File: src/rtl/vstep_pkg.sv
package vstep_pkg;

  typedef enum logic [2:0] {
    K_STEP,
    K_SHAPE,
    K_SRC,
    K_DST,
    K_FLAGS,
    K_OTHER
  } vstep_kind_e;

  // condition field: {negative, positive, zero, end}
  function automatic logic [3:0] mk_cr(input logic [63:0] val, input logic fin);
    logic neg;
    neg = val[63];
    mk_cr = {neg, (val != '0) && !neg, val == '0, fin};
  endfunction

endpackage

File: src/rtl/vstep_prio.sv
module vstep_prio #(
  parameter int W     = 64,
  parameter int OUT_W = 7
) (
  input  logic [W-1:0]     vec,
  output logic [OUT_W-1:0] idx,
  output logic             found
);
  // lowest set bit
  always_comb begin
    idx   = '0;
    found = 1'b0;
    for (int i = W - 1; i >= 0; i--) begin
      if (vec[i]) begin
        idx   = OUT_W'(i);
        found = 1'b1;
      end
    end
  end
endmodule

File: src/rtl/vstep_side.sv
module vstep_side #(
  parameter int ELEMS  = 64,
  parameter int STEP_W = 7,
  parameter int SUB_W  = 2
) (
  input  logic [ELEMS-1:0]  eff,
  input  logic [STEP_W-1:0] cur_step,
  input  logic [SUB_W-1:0]  cur_sub,
  input  logic [SUB_W-1:0]  sub_last,
  input  logic              swap,
  output logic [STEP_W-1:0] nxt_step,
  output logic [SUB_W-1:0]  nxt_sub,
  output logic              wrap
);
  logic [ELEMS-1:0]  above;
  logic [STEP_W-1:0] first_idx, above_idx, elem_step;
  logic              any, has_above, sub_end;

  always_comb begin
    for (int i = 0; i < ELEMS; i++) begin
      above[i] = eff[i] && (STEP_W'(i) > cur_step);
    end
  end

  vstep_prio #(.W(ELEMS), .OUT_W(STEP_W)) i_first (
    .vec(eff), .idx(first_idx), .found(any)
  );
  vstep_prio #(.W(ELEMS), .OUT_W(STEP_W)) i_above (
    .vec(above), .idx(above_idx), .found(has_above)
  );

  always_comb begin
    elem_step = has_above ? above_idx : first_idx;
    sub_end   = (cur_sub >= sub_last);
    nxt_step  = cur_step;
    nxt_sub   = cur_sub;
    wrap      = 1'b0;
    if (!any) begin
      nxt_step = '0;
      nxt_sub  = '0;
      wrap     = 1'b1;
    end else if (!swap) begin
      if (!sub_end) begin
        nxt_sub = cur_sub + 1'b1;
      end else begin
        nxt_sub  = '0;
        nxt_step = elem_step;
        wrap     = !has_above;
      end
    end else begin
      nxt_step = elem_step;
      if (!has_above) begin
        nxt_sub = sub_end ? '0 : cur_sub + 1'b1;
        wrap    = sub_end;
      end
    end
  end
endmodule

File: src/rtl/vstep_unit.sv
module vstep_unit #(
  parameter int XLEN   = 64,
  parameter int ELEMS  = 64,
  parameter int STEP_W = 7,
  parameter int SUB_W  = 2,
  parameter int NSHAPE = 4,
  parameter int MODE_W = 7
) (
  input  logic                     clk,
  input  logic                     rst_n,
  input  logic                     cmd_valid,
  output logic                     cmd_ready,
  input  logic [MODE_W-1:0]        cmd_mode,
  input  logic                     cmd_commit,
  input  logic                     cmd_record,
  input  logic [STEP_W-1:0]        cmd_vec_len,
  input  logic [ELEMS-1:0]         cmd_pred,
  input  logic [SUB_W-1:0]         cmd_sub_len,
  input  logic [NSHAPE*STEP_W-1:0] shape_idx,
  output logic                     res_valid,
  input  logic                     res_ready,
  output logic [XLEN-1:0]          res_data,
  output logic [3:0]               res_cr,
  output logic                     res_cr_vld,
  output logic                     res_end,
  output logic [STEP_W-1:0]        src_step,
  output logic [STEP_W-1:0]        dst_step,
  output logic [SUB_W-1:0]         src_sub,
  output logic [SUB_W-1:0]         dst_sub,
  output logic                     pack_flag,
  output logic                     unpack_flag
);
  import vstep_pkg::*;

  localparam int SEL_W = (NSHAPE > 1) ? $clog2(NSHAPE) : 1;

  logic [STEP_W-1:0] step_q [2];
  logic [SUB_W-1:0]  sub_q  [2];
  logic [STEP_W-1:0] nstep  [2];
  logic [SUB_W-1:0]  nsub   [2];
  logic [1:0]        wrap;
  logic              pack_q, unpack_q;
  logic [ELEMS-1:0]  eff_mask;

  vstep_kind_e       kind;
  logic [SEL_W-1:0]  sel;
  logic [XLEN-1:0]   res_n;
  logic              end_n, emit, upd_steps, upd_flags, fire;

  // available elements: predicate set and index below the vector length
  always_comb begin
    for (int i = 0; i < ELEMS; i++) begin
      eff_mask[i] = cmd_pred[i] && (STEP_W'(i) < cmd_vec_len);
    end
  end

  // side 0 is the source (ordered by unpack), side 1 the destination (by pack)
  for (genvar s = 0; s < 2; s++) begin : g_side
    vstep_side #(.ELEMS(ELEMS), .STEP_W(STEP_W), .SUB_W(SUB_W)) i_side (
      .eff      (eff_mask),
      .cur_step (step_q[s]),
      .cur_sub  (sub_q[s]),
      .sub_last (cmd_sub_len),
      .swap     ((s == 0) ? unpack_q : pack_q),
      .nxt_step (nstep[s]),
      .nxt_sub  (nsub[s]),
      .wrap     (wrap[s])
    );
  end

  // mode decode
  always_comb begin
    sel = SEL_W'(cmd_mode - MODE_W'(1));
    if (cmd_mode == '0)                                         kind = K_STEP;
    else if (cmd_mode <= MODE_W'(NSHAPE))                       kind = K_SHAPE;
    else if (cmd_mode == MODE_W'(NSHAPE + 1))                   kind = K_SRC;
    else if (cmd_mode == MODE_W'(NSHAPE + 2))                   kind = K_DST;
    else if (cmd_mode[MODE_W-1:2] == (MODE_W-2)'(3))            kind = K_FLAGS;
    else                                                        kind = K_OTHER;
  end

  always_comb begin
    res_n     = '0;
    end_n     = 1'b0;
    emit      = 1'b1;
    upd_steps = 1'b0;
    upd_flags = 1'b0;
    case (kind)
      K_STEP: begin
        res_n     = XLEN'(nstep[0]);
        end_n     = |wrap;
        upd_steps = cmd_commit;
        emit      = cmd_commit | cmd_record;
      end
      K_SHAPE: res_n = XLEN'(shape_idx[sel*STEP_W +: STEP_W]);
      K_SRC:   res_n = XLEN'(step_q[0]);
      K_DST:   res_n = XLEN'(step_q[1]);
      K_FLAGS: begin
        res_n     = XLEN'(cmd_mode[1:0]);
        upd_flags = 1'b1;
      end
      default: res_n = '0;
    endcase
  end

  assign cmd_ready = !res_valid || res_ready;
  assign fire      = cmd_valid && cmd_ready;

  always_ff @(posedge clk) begin
    if (!rst_n) begin
      res_valid  <= 1'b0;
      res_data   <= '0;
      res_cr     <= '0;
      res_cr_vld <= 1'b0;
      res_end    <= 1'b0;
      pack_q     <= 1'b0;
      unpack_q   <= 1'b0;
      for (int s = 0; s < 2; s++) begin
        step_q[s] <= '0;
        sub_q[s]  <= '0;
      end
    end else begin
      if (fire) begin
        res_valid <= emit;
      end else if (res_ready) begin
        res_valid <= 1'b0;
      end
      if (fire && emit) begin
        res_data   <= res_n;
        res_cr     <= mk_cr(64'(res_n), end_n);
        res_cr_vld <= cmd_record;
        res_end    <= end_n;
      end
      if (fire && upd_steps) begin
        for (int s = 0; s < 2; s++) begin
          step_q[s] <= nstep[s];
          sub_q[s]  <= nsub[s];
        end
      end
      if (fire && upd_flags) begin
        pack_q   <= cmd_mode[0];
        unpack_q <= cmd_mode[1];
      end
    end
  end

  assign src_step    = step_q[0];
  assign dst_step    = step_q[1];
  assign src_sub     = sub_q[0];
  assign dst_sub     = sub_q[1];
  assign pack_flag   = pack_q;
  assign unpack_flag = unpack_q;
endmodule

File: config.mk
export PLATFORM = sky130hd
export DESIGN_NAME = vstep_unit
export DESIGN_NICKNAME = d
export VERILOG_FILES = /design/src/rtl/vstep_pkg.sv /design/src/rtl/vstep_prio.sv /design/src/rtl/vstep_side.sv /design/src/rtl/vstep_unit.sv
export SDC_FILE = /design/constraint.sdc
export NUM_CORES = 1
export LEC_CHECK = 0
export ABC_AREA = 1
export BUFFER_PORTS_ARGS = -buffer_cell sky130_fd_sc_hd__buf_2
export CAP_MARGIN = 20
export CELL_PAD_IN_SITES_DETAIL_PLACEMENT = 0
export CELL_PAD_IN_SITES_GLOBAL_PLACEMENT = 2
export CORE_MARGIN = 10
export CORE_UTILIZATION = 23
export CTS_CLUSTER_DIAMETER = 40
export DETAILED_ROUTE_END_ITERATION = 16
export PLACE_DENSITY = 0.81
export SYNTH_ARGS = -nofsm -noshare
export SYNTH_HDL_FRONTEND = slang
export SYNTH_SLANG_ARGS = --single-unit
export TNS_END_PERCENT = 30
File: constraint.sdc
create_clock -name clk -period 5 [get_ports clk]
set_input_delay 1 -clock clk [delete_from_list [all_inputs] [get_ports clk]]
set_output_delay 1 -clock clk [all_outputs]
set_load 0.02 [all_outputs]
* Word level (Yosys, flattened, before mapping)
Memories as Yosys holds them, arrays and structs flattened.
Index checks and enable logic that the tools add are counted.
** Word-level totals
- Register bits after elaboration :: 73
- Logic and storage cells :: 857
- Bits in writable memories :: 18
- Memories :: 2
** Cells by class
- Shift-type cells :: 1
- Bitwise operators :: 5
- Multiply operators :: 1
- Multiplexer cells :: 428
- Reduce and logical (&&, ||, !) cells :: 208
- $add $sub $neg :: 3
- Eq/ne operators :: 7
- Magnitude comparators :: 195
** Memories
- step_q :: words 2, bits a word 7, rd ports 2, clocked after Yosys merged registers in 0, write ports 2, line vstep_unit.sv:37 : logic [STEP_W-1:0] step_q [2];
- sub_q :: words 2, bits a word 2, rd ports 2, clocked after Yosys merged registers in 0, write ports 2, line vstep_unit.sv:38 : logic [SUB_W-1:0] sub_q [2];
** Operator list (count)
- $mux 7 :: 199
- $gt 6x7->1 const A :: 64
- $gt 5x7->1 const A :: 32
- $lt 6x7->1 const A :: 32
- $mux 1 :: 211
- $logic_and 1x1->1 :: 197
- $gt 4x7->1 const A :: 16
- $lt 5x7->1 const A :: 16
- $logic_not 64->1 :: 1
- $reduce_bool 64->1 :: 1
- $gt 3x7->1 const A :: 8
- $lt 4x7->1 const A :: 8
- $pmux 7 s5 :: 1
- $gt 1x7->1 const A :: 4
- $gt 2x7->1 const A :: 4
- $lt 3x7->1 const A :: 4
- $shiftx 28x6->7 :: 1
- $mux 2 :: 10
- $mux 6 :: 3
- $eq 7x3->1 const B :: 2
- $lt 1x7->1 const A :: 2
- $lt 2x7->1 const A :: 2
- $mux 3 :: 4
- $le 7x3->1 const B :: 1
- other kinds (16) :: 25

* Logic depth before layout (Yosys ltp)
- Word-level depth :: 74
- Gate-level depth with buffers :: 75
- Depth with buffers taken out :: 75

* By module
From an unflattened synthesis, not the netlist that was laid out.
** Second synthesis, totals
- Cell total of the unflattened synthesis :: 1882
- Area, all modules :: 9509.1 um^2
** Modules (own cells, without submodules)
- vstep_prio :: cells each 226, seq. area each 0.0 um^2, area each 925.9 um^2, instances 4
- vstep_unit :: cells each 508, seq. area each 820.8 um^2, area each 3238.1 um^2, instances 1
- vstep_side :: cells each 235, seq. area each 0.0 um^2, area each 1283.7 um^2, instances 2

* Worst setup path after synthesis
No wires, ideal clock.
- Kind :: input -> register
- Start :: input cmd_vec_len[2]
- End :: register res_cr[2]
- Stages on the path :: 72
- Path slack :: 0.102 ns
- Arrival :: 4.789 ns
- Library setup time :: 0.109 ns
- Path buffers :: 1
- Cell sequence :: buf_4 nor2_1 inv_1 nor2_1 inv_2 nor2_1 nor2_1 inv_2 nand2_1 nand2_1 nand2_1 nand2_1 nand2_1 nand2_1 nand2_1 nand2_1 nand2_1 nand2_1 (+36 left out) nand2_1 nand2_1 nand2_1 nand2_1 nand2_1 nand2_1 nand2_1 nand2_1 nand2_1 nand2_1 nand2_1 nand2_2 nand3_2 nand3_2 nand2_2 nand3_1 nand2_1 inv_1
** Between the ends
- Word-level cells in the longest chain between the ends :: 74
** Ends and longest elaborated chain
- start, declared :: line vstep_unit.sv:16 : input logic [STEP_W-1:0] cmd_vec_len,
- $lt 6x7->1 :: line vstep_unit.sv:53 : eff_mask[i] = cmd_pred[i] && (STEP_W'(i) < cmd_vec_len);
- $logic_and 1x1->1 :: line vstep_unit.sv:53
- $logic_and 1x1->1 :: line vstep_side.sv:21 : above[i] = eff[i] && (STEP_W'(i) > cur_step);
- $mux 6 or $mux 1 (tied branches) :: line vstep_prio.sv:14 : if (vec[i]) begin
- $mux 7 or $mux 1 (tied branches) (63 in a row) :: line vstep_prio.sv:14
- $mux 7 :: line vstep_side.sv:33 : elem_step = has_above ? above_idx : first_idx;
- $mux 7 :: line vstep_side.sv:43 : if (!sub_end) begin
- $mux 7 :: line vstep_side.sv:42 : end else if (!swap) begin
- $mux 7 (*) :: line vstep_side.sv:38 : if (!any) begin
- $pmux 7 s5 (*) :: line vstep_unit.sv:88 : case (kind)
- $reduce_bool 64->1 (*) :: line vstep_pkg.sv:16 : mk_cr = {neg, (val != '0) && !neg, val == '0, fin};
- $logic_and 1x1->1 (*) :: line vstep_pkg.sv:16
- end signal, assigned :: line vstep_unit.sv:130 : res_cr <= mk_cr(64'(res_n), end_n);
- end, declared :: line vstep_unit.sv:23 : output logic [3:0] res_cr,
Every way passes the cells marked *; elsewhere a longest branch is shown, timed or not.
A chain may end at the register's enable or synchronous reset.

* Worst setup path after layout
- Start :: input cmd_vec_len[5]
- End :: register res_cr[2]
Same word-level chain as after synthesis.

==> flow_summary.ini <==
[run_status]
status = complete, but fails checks
violations = setup timing

[sta]
tightest_slew_ns = 0.860
finClkSkew_ns = 0.00775
final.period_utilization_pct = 101
setup_violations = 2
max_freq_mhz = 197
hold_ws_ns = 0.467
rsz0062_at_grt = true
slew_viol_final = 0
relSlewSlack_pct = 42.1
hold_violations = 0
timing.final.crit_period_ns = 5.07
setup_ws_ns = -0.0680

[clock_tree]
clock_latency_ns = 0.28
htree_levels = 2
postCtsHoldBufs = 0
tritoncts = yes
root_buffer = clkbuf_16
cts.sinks = 31
clk_pin_slew_worst_paths_ns = 0.05
numCtsBuffers = 5
ctsLongestPathBuffers = 2

[yosys]
ys_top_cells_by_area = nand2_1, inv_1, nor2_1, edfxtp_1, o21ai_0
synthesis.area_um2 = 6970
synth_top_area_share_pct = 22.6
synthCells = 1371
yosysTopAreaCell = nand2_1
synth.distinct_cells = 44
synth-seq-cells = 31
syn_avg_cell_area_um2 = 5.08
yosysSeqAreaShare_pct = 11.4
yosysWarningCount = 0

[detailed_routing]
first_pass_iters = 5
antenna_left = 0
remaining_drc_errors = 0
wirelength_um = 39300
vias = 10100
viasPerCell = 4.70
routedWlPerCell_um = 18.2
drtIter0Drc = 688

[global_route]
grt_pass1_wl_um = 58300
antenna_found_initial = 6
grt_overflow = 0
grt_max_degree = 19
grt_use_total_pct = 19.6
grt_pass1_vias = 10200

[setup_path]
critPathCaptureType = flip-flop
required_ns = 5.18
start_kind = primary input
cp_slowest_stage_delay_ns = 0.12
critical_path_class = primary input to flip-flop
cp_max_fo = 3
slowest_stage = buf_4
crit_top_cell = nand2_1
cp.arrival_ns = 5.25

[floorplanning]
dieWidth_um = 194
core-area_um2 = 29800
num_rows = 63
start_util_pct = 23.4
fp.dieH_um = 194
die-area_um2 = 37600
pin_count = 206

[power]
leakagePower_uw = 0.00578
power_density_nw_per_um2 = 149
max-vdd-ir-drop_mv = 0.152
power_uw = 1500

[final_layout]
drive_gt1_share_pct = 25.4
stdcell_count = 2159
seq_area_um2 = 791
areaGrowthSynthToFinish_pct = 44.4
multi_input_area_um2 = 5040
fin_nets = 1885
fillCellCount = 3557

[placement]
placedCellCount = 2142
gpl.final_weighted_congestion = 0.976
io_buffers = 146
post-dp-hpwl_um = 34600

[run]
drv_cap = 0

[worst_hold_path]
hold_class = flip-flop to flip-flop
[worst max-delay path: cells and delay by family]
kind          cells  cell delay [ns]
simple gates     74             4.10
buf+inv           2             0.16
[layer usage]
| metal | wire (µm) | part of all wire (%) | vias to the layer above | GRT usage, % |
|---|---|---|---|---|
| li1 | - | - | 5123 | - |
| met1 | 17000 | 43 | 4573 | 24.1 |
| met2 | 18300 | 46 | 381 | 33.5 |
| met3 | 2660 | 6.8 | 64 | 3.58 |
| met4 | 1330 | 3.4 | 4 | 7.07 |
| met5 | 23 | 0.059 | - | 0 |
[sequential cells by signal, indices dropped and copies added (netlist names)]
name         flops
res_cr_vld       1
res_cr           3
unpack_flag      1
res_valid        1
step_q          13
pack_flag        1
sub_q            4
res_data         7
[synthesized netlist by cell type (all sizes together)]
| cell | count |
|---|---|
| nor2 | 211 |
| nor3 | 26 |
| nor4 | 8 |
| xnor2 | 2 |
| dfxtp | 14 |
| inv | 227 |
| ha | 7 |
| clkbuf | 9 |
| nand4 | 10 |
| clkinv | 5 |
| o21ai | 104 |
| o211ai | 45 |
| a21boi | 3 |
| a221oi | 9 |
| o221ai | 3 |
| nand3 | 58 |
| a221o | 1 |
| a31oi | 13 |
| a2111oi | 1 |
| and3 | 1 |
| o2111ai | 2 |
| o31ai | 7 |
| a41oi | 1 |
| o22ai | 2 |
| buf | 69 |
| o311ai | 1 |
| nand3b | 1 |
| o21bai | 3 |
| a211oi | 14 |
| a21oi | 70 |
| o41ai | 1 |
| nand2 | 425 |
| edfxtp | 17 |
| conb | 1 |
[cell families (layout without fill, tap and decap cells)]
logic type / Yosys count / after routing / share of synthesized area [%]
AO/OA/AOI/OAI: 280 / 280 / 24.0
XOR/XNOR: 2 / 2 / 0.252
adder cells (fa/ha/maj): 7 / 7 / 1.26
buffers and inverters: 310 / 646 / 20.2
flip-flops: 31 / 31 / 11.4
other: 1 / 63 / 0.0538
AND/OR/NAND/NOR: 740 / 740 / 42.8
[placed cells by master, fill, tap and decap left out, types with 4 or more instances in the layout]
master / synthesis / final
nor4_1: 8 / 8
a31oi_1: 13 / 13
a211oi_1: 14 / 14
buf_4: 62 / 263
nand2_1: 420 / 410
o31ai_1: 7 / 7
edfxtp_1: 17 / 17
nand3_1: 56 / 54
inv_1: 222 / 219
dfxtp_1: 14 / 14
diode_2: 0 / 4
conb_1: 1 / 59
nor2_1: 208 / 206
buf_2: 7 / 142
clkbuf_16: 0 / 5
o21ai_0: 101 / 98
ha_1: 7 / 7
nand3_2: 2 / 4
nor3_1: 26 / 25
inv_2: 5 / 7
a221oi_1: 9 / 9
a21oi_1: 70 / 70
o21ai_1: 3 / 5
clkinv_1: 4 / 4
nand4_1: 10 / 10
o211ai_1: 45 / 45
nand2_2: 3 / 12
[cell type report]
| type | count | area share [%] |
|---|---|---|
| Clock buffer | 7 | 1.42 |
| Antenna cell | 4 | 0.0995 |
| Sequential cell | 31 | 7.86 |
| Timing Repair Buffer | 406 | 26.8 |
| Clock inverter | 1 | 0.0498 |
| Multi-Input combinational cell | 1088 | 50.1 |
| Inverter | 232 | 8.76 |
| Tap cell | 390 | 4.85 |
[report_power, final]
group          internal (µW)  switching [µW]  total (µW)
Clock                    197             108         305
Combinational            351             557         908
Sequential               279            8.91         288
[worst paths after layout]
check / from / end / slack [ns] / cells past startpoint
setup / recovery: cmd_vec_len[5] / res_cr[2] / -0.07 / 76
hold / removal: res_data[6] / res_data[6] / 0.47 / 2
setup reg to reg: step_q[0][6] / res_cr[2] / -0.04 / 68
hold reg to reg: res_data[6] / res_data[6] / 0.47 / 2
[through the flow]
step | worst slack, ns | setup TNS [ns] | utilization, % | instance area [µm²]
3_3_place_gp | -0.510 | -2.23 | 32.8 | 9780
6_report | -0.0680 | -0.0999 | 33.7 | 10100
5_1_grt | -0.816 | -3.72 | 33.7 | 10100
4_1_cts | -0.102 | -0.168 | 33.5 | 9990
2_1_floorplan | 0.102 | 0 | - | 7180
3_5_place_dp | -0.496 | -2.08 | 32.8 | 9780
[repair_timing]
action,in CTS,in global routing
pin swaps,7,7
endpoints found under the setup margin,5,6
buffers inserted,2,3
resized for setup,16,16
(Power assumes the default switching activity.)
